### config.mk
export PLATFORM = sky130hd
export DESIGN_NAME = rxring_ctrl_reg
export DESIGN_NICKNAME = d
export VERILOG_FILES = /design/src/rtl/rxring_pkg.sv /design/src/rtl/rxring_ptr.sv /design/src/rtl/rxring_irq.sv /design/src/rtl/rxring_ctrl_reg.sv
export SDC_FILE = /design/constraint.sdc
export NUM_CORES = 1
export LEC_CHECK = 0
export BUFFER_PORTS_ARGS = -buffer_cell sky130_fd_sc_hd__buf_2
export CORE_ASPECT_RATIO = 1.25
export CORE_MARGIN = 3
export CORE_UTILIZATION = 42
export CTS_CLUSTER_SIZE = 24
export DETAILED_ROUTE_END_ITERATION = 8
export PLACE_DENSITY = 0.74
export SETUP_SLACK_MARGIN = 0.2
export SLEW_MARGIN = 20
export SYNTH_ARGS = -nofsm -noshare
export SYNTH_HDL_FRONTEND = slang
export SYNTH_SLANG_ARGS = --single-unit
### constraint.sdc
create_clock -name clk -period 1.9 [get_ports clk]
set_input_delay 0.285 -clock clk [delete_from_list [all_inputs] [get_ports clk]]
set_output_delay 0.285 -clock clk [all_outputs]
set_load 0.05 [all_outputs]
### src/rtl/rxring_pkg.sv
package rxring_pkg;
   // Field positions software decodes in the control word
   localparam int B_PRST     = 31;
   localparam int B_WBACK    = 30;
   localparam int B_SOO      = 29;
   localparam int B_WP_LO    = 16;
   localparam int B_RP_LO    = 8;
   localparam int B_IE_CPL   = 7;
   localparam int B_IE_EOF   = 5;
   localparam int B_IE_STALL = 3;
   localparam int B_IE_IOC   = 2;
   localparam int B_IE_ERR   = 1;
   localparam int B_START    = 0;

   // Interrupt cause indices
   localparam int C_STALL = 0;
   localparam int C_IOC   = 1;
   localparam int C_ERR   = 2;
   localparam int C_EOF   = 3;
   localparam int C_CPL   = 4;
   localparam int N_CAUSE = 5;
endpackage

### src/rtl/rxring_ptr.sv
module rxring_ptr #(
   parameter int PTR_W = 8
) (
   input  logic             clk,
   input  logic             rst_n,
   input  logic             wp_we,
   input  logic [PTR_W-1:0] wp_in,
   input  logic             prst_req,
   input  logic             adv_req,
   output logic [PTR_W-1:0] rptr,
   output logic [PTR_W-1:0] wptr,
   output logic             prst_busy,
   output logic             ptr_eq,
   output logic             ovf_hit
);
   logic             adv;
   logic [PTR_W-1:0] rptr_nx;

   assign adv     = adv_req && !prst_busy;
   assign rptr_nx = rptr + PTR_W'(1);
   assign ptr_eq  = (rptr == wptr);
   assign ovf_hit = adv && (rptr_nx == wptr);

   always_ff @(posedge clk or negedge rst_n) begin
      if (!rst_n) begin
         rptr      <= '0;
         wptr      <= '0;
         prst_busy <= 1'b0;
      end else if (prst_busy) begin
         rptr      <= '0;
         wptr      <= '0;
         prst_busy <= 1'b0;
      end else begin
         if (prst_req) prst_busy <= 1'b1;
         if (wp_we)    wptr      <= wp_in;
         if (adv)      rptr      <= rptr_nx;
      end
   end
endmodule

### src/rtl/rxring_irq.sv
module rxring_irq #(
   parameter int N = 5
) (
   input  logic         clk,
   input  logic         rst_n,
   input  logic [N-1:0] evt,
   input  logic [N-1:0] en,
   input  logic         clr,
   output logic [N-1:0] pend,
   output logic         irq
);
   for (genvar i = 0; i < N; i++) begin : g_cause
      always_ff @(posedge clk or negedge rst_n) begin
         if (!rst_n)                pend[i] <= 1'b0;
         else if (evt[i] && en[i])  pend[i] <= 1'b1;
         else if (clr)              pend[i] <= 1'b0;
      end
   end

   assign irq = |pend;
endmodule

### src/rtl/rxring_ctrl_reg.sv
module rxring_ctrl_reg
   import rxring_pkg::*;
#(
   parameter int          ADDR_W   = 8,
   parameter int          PTR_W    = 8,
   parameter logic [7:0]  REG_ADDR = 8'h0C
) (
   input  logic              clk,
   input  logic              rst_n,
   input  logic              reg_we,
   input  logic [ADDR_W-1:0] reg_addr,
   input  logic [31:0]       reg_wdata,
   output logic [31:0]       reg_rdata,
   input  logic              xfer_busy,
   input  logic              desc_done,
   input  logic              desc_eop,
   input  logic              desc_ioc,
   input  logic              desc_err,
   input  logic              desc_eof,
   input  logic              dma_err,
   input  logic              dma_cpl,
   input  logic              irq_clr,
   output logic              eng_run,
   output logic              irq
);
   localparam int PAD_W = 8 - PTR_W;

   if (PTR_W < 1 || PTR_W > 8) begin : g_bad_ptr
      $error("PTR_W must lie in 1..8");
   end
   if (ADDR_W < 4) begin : g_bad_addr
      $error("ADDR_W too small for the word address");
   end

   logic               hit, wr, idle, prst_req, adv_req;
   logic               start_q, soo_q;
   logic [N_CAUSE-1:0] en_q, evt, pend;
   logic [PTR_W-1:0]   rptr, wptr;
   logic               prst_busy, ptr_eq, ovf_hit;
   logic [7:0]         rp8, wp8;

   assign hit      = (reg_addr == ADDR_W'(REG_ADDR));
   assign wr       = reg_we && hit;
   assign idle     = !start_q && !xfer_busy;
   assign prst_req = wr && reg_wdata[B_PRST] && idle;
   assign adv_req  = desc_done && start_q && desc_eop;

   rxring_ptr #(.PTR_W(PTR_W)) u_ptr (
      .clk       (clk),
      .rst_n     (rst_n),
      .wp_we     (wr),
      .wp_in     (reg_wdata[B_WP_LO +: PTR_W]),
      .prst_req  (prst_req),
      .adv_req   (adv_req),
      .rptr      (rptr),
      .wptr      (wptr),
      .prst_busy (prst_busy),
      .ptr_eq    (ptr_eq),
      .ovf_hit   (ovf_hit)
   );

   always_ff @(posedge clk or negedge rst_n) begin
      if (!rst_n) begin
         start_q <= 1'b0;
         soo_q   <= 1'b0;
         en_q    <= '0;
      end else begin
         if (ovf_hit && soo_q) start_q <= 1'b0;
         else if (wr)          start_q <= reg_wdata[B_START];
         if (wr) begin
            soo_q          <= reg_wdata[B_SOO];
            en_q[C_STALL]  <= reg_wdata[B_IE_STALL];
            en_q[C_IOC]    <= reg_wdata[B_IE_IOC];
            en_q[C_ERR]    <= reg_wdata[B_IE_ERR];
            en_q[C_EOF]    <= reg_wdata[B_IE_EOF];
            en_q[C_CPL]    <= reg_wdata[B_IE_CPL];
         end
      end
   end

   always_comb begin
      evt          = '0;
      evt[C_STALL] = ptr_eq;
      evt[C_IOC]   = desc_done && start_q && (desc_ioc || desc_err);
      evt[C_ERR]   = dma_err;
      evt[C_EOF]   = desc_done && start_q && desc_eof;
      evt[C_CPL]   = dma_cpl;
   end

   rxring_irq #(.N(N_CAUSE)) u_irq (
      .clk   (clk),
      .rst_n (rst_n),
      .evt   (evt),
      .en    (en_q),
      .clr   (irq_clr),
      .pend  (pend),
      .irq   (irq)
   );

   if (PAD_W > 0) begin : g_pad
      assign rp8 = {{PAD_W{1'b0}}, rptr};
      assign wp8 = {{PAD_W{1'b0}}, wptr};
   end else begin : g_nopad
      assign rp8 = rptr;
      assign wp8 = wptr;
   end

   always_comb begin
      reg_rdata = '0;
      if (hit) begin
         reg_rdata[B_PRST]          = prst_busy;
         reg_rdata[B_WBACK]         = 1'b1;
         reg_rdata[B_SOO]           = soo_q;
         reg_rdata[B_WP_LO +: 8]    = wp8;
         reg_rdata[B_RP_LO +: 8]    = rp8;
         reg_rdata[B_IE_CPL]        = en_q[C_CPL];
         reg_rdata[B_IE_EOF]        = en_q[C_EOF];
         reg_rdata[B_IE_STALL]      = en_q[C_STALL];
         reg_rdata[B_IE_IOC]        = en_q[C_IOC];
         reg_rdata[B_IE_ERR]        = en_q[C_ERR];
         reg_rdata[B_START]         = start_q;
      end
   end

   assign eng_run = start_q;
endmodule

==> flow_summary.ini <==
[run_status]
status = finished, violations left
violations = negative setup slack

[clock_tree]
clk_pin_slew_ps = 60
cts-hold-fix-buffers = 0
cts-root-buf = clkbuf_8
cts.sinks = 29
htreeDepth = 2
cts_made_buffers = 5
clk-insertion-delay-late_ps = 280
cts_tree = built
clock_path_buffers = 2

[grt]
grt_usage = 0.1812
grt_pass1_vias = 1567
grt_first_pass_wirelength_mm = 7.017
gr-total-overflow = 0
grt_max_degree = 30
antenna_found_initial = 0

[worst_hold_path]
hold_path_class = in -> async

[layout]
nNetsFinal = 310
drive_gt1_frac = 0.4574
syn_to_final_growth_pct = 46.68
n_antenna_cell = 0

[placement]
dp_hpwl_mm = 3.091
port_buffers = 62
place_ws_ps = -224.2
gp_congestion = 0.9345

[synth]
yosys.cell_types.count = 39
syn_inst = 190
synth_top_area_cell = dfrtp_1
yosysWarnings = 0
synth_top_area_frac = 0.4191
synth-seq-area-share = 0.4191
synth_area_um2 = 1732
synth_area_leaders = dfrtp_1, and2_1, xor2_1
avgSynthCellArea_um2 = 9.114
ys_ff_latch = 29

[drt]
wl_mm = 4.318
vias_per_cell = 5.026
first_pass_iters = 4
dr.first_iter.drc_count = 49
ant_nets = 0
vias = 1568
drc = 0
wl_per_cell_um = 13.84

[setup_path]
worst_ep_required_time_ps = 1620
worstSetupPathType = in -> out
end_kind = output pin
cp-start-kind = input port
critical_path_arrival_ps = 1710
cp_max_fo = 14

[timing]
clock.fmax_ghz = 0.5024
tns_ps = -1869
tightestPinTransition_ps = 620.4
skew_ps = 3.767
hold_violations = 0
fin_crit_sh = 1.048
rsz0062_at_grt = yes
finalSetupViolations = 24
drv_slew = 0
relSlewSlack = 0.5864
post-route-min-period_ps = 1990
fin_ws_ps = -90.29

[floorplanning]
die-area_um2 = 4934
core_area_um2 = 3879
start_util = 0.4465
num_rows = 25
io_pins = 86
fp.dieH_um = 77.79
die_w_um = 63.43

[power_and_ir_drop]
power_mw = 1.407
p_per_area_nw_per_um2 = 554.0
ir_drop_mv = 0.3846
p_leak_nw = 1.234

[flow_run]
drv_cap = 0
-- cell families (layout without fill, tap and decap cells) --
group,after synthesis,after routing,share of synthesized area
DFF,29,29,0.4191
adders and majority gates,1,1,0.007224
other,1,7,0.002166
AOI/OAI and AO/OA,27,27,0.08599
xor gates and xnor gates,16,16,0.08092
and+or+nand+nor,82,82,0.2789
muxes,7,7,0.04480
buffers and inverters,27,89,0.08092
-- where the power goes --
part	internal (mW)	switching (mW)
clock network	0.253	0.223
registers	0.647	0.0300
logic	0.104	0.151
-- cell usage in the layout, fill, tap and decap left out, drive strengths merged, types with 2 or more instances in the layout --
cell and instances:
and3 2, nor3b 2, nor2 4, clkbuf 6, inv 8, o21ai 9, conb 7, xor2 11
dfrtp 29, a21oi 13, nor4 4, mux2 6, buf 73, nand3 14, xnor2 5, clkinv 2
nand2 16, and2 24, nand4 2, or3 5, nor3 2
-- critical path, stage by stage --
cell	delay [ps]
buf_6	90
or4_4	530
nor4_4	280
buf_6	210
and2_4	170
buf_8	140
-- path summary, 6_finish.rpt --
check / start / to / slack [ps] / depth (start not counted)
max in group asynchronous: rst_n / u_ptr.rptr[7]$_DFFE_PN0P_ / 1470 / 1
min: rst_n / u_ptr.wptr[7]$_DFFE_PN0P_ / 20 / 1
min reg2reg: u_ptr.prst_busy$_DFF_PN0_ / u_ptr.prst_busy$_DFF_PN0_ / 480 / 1
max: reg_addr[5] / reg_rdata[16] / -90 / 6
min in group clk: xfer_busy / u_ptr.prst_busy$_DFF_PN0_ / 170 / 2
max reg2reg: u_ptr.rptr[0]$_DFFE_PN0P_ / eng_run$_DFFE_PN0P_ / 160 / 6
-- through the flow --
step	cells	cell area (um2)	hold WS [ps]	utilization
floorplan	196	1822	-10.59	-
global placement	301	2142	340.3	0.5523
detailed placement	301	2142	347.4	0.5523
CTS	311	2512	45.17	0.6477
global route	312	2540	79.98	0.6548
finish	312	2540	20.14	0.6548
-- flip-flops by register name (all words and copies together) (netlist names) --
register / count
en_q: 5
eng_run: 1
soo_q: 1
u_irq.pend: 5
u_ptr.prst_busy: 1
u_ptr.rptr: 8
u_ptr.wptr: 8
-- cell usage after synthesis --
master / instances
nand4_1: 2
xnor2_1: 5
a31oi_1: 1
o31ai_1: 1
nand3b_1: 1
nor4_1: 2
a21oi_1: 13
or2_2: 1
nor4_4: 1
nor2_1: 4
nand2b_1: 1
o2111ai_1: 1
nor3b_1: 2
nor4b_1: 1
o21ai_0: 9
a21boi_0: 1
ha_1: 1
buf_2: 1
nand3_1: 14
or3_1: 5
mux2i_1: 1
buf_6: 1
clkbuf_1: 9
buf_4: 8
and3_1: 2
mux2_2: 6
dfrtp_1: 29
nand4b_1: 1
nor3_1: 2
xor2_1: 11
or4_4: 1
o221ai_1: 1
conb_1: 1
nand2_1: 15
and4_1: 1
and2_1: 24
nand2_2: 1
inv_1: 8
nor4_2: 1
-- what timing repair did --
action,4_1_cts,5_1_grt
pin swaps,6,2
endpoints found under the hold margin,0,0
setup endpoints to repair,38,42
setup buffers,2,1
gates resized for setup,79,3
-- per-layer routing --
metal  share of wire  wire [um]  GRT usage
met1            0.39       1686     0.2094
met2            0.55       2368     0.3218
met3           0.044        189    0.03184
met4           0.017         73    0.08207
met5               0          0          0
-- area by class of cell --
type / count / area, um2
fill: 338 / 1339
clock inverter: 2 / 10.01
timing repair buffer: 73 / 649.4
sequential: 29 / 725.7
tap: 54 / 67.56
multi-input combinational: 140 / 984.7
inverter: 8 / 30.03
clock buffer: 6 / 72.57
Note: power is estimated with default switching activity, not from simulation.
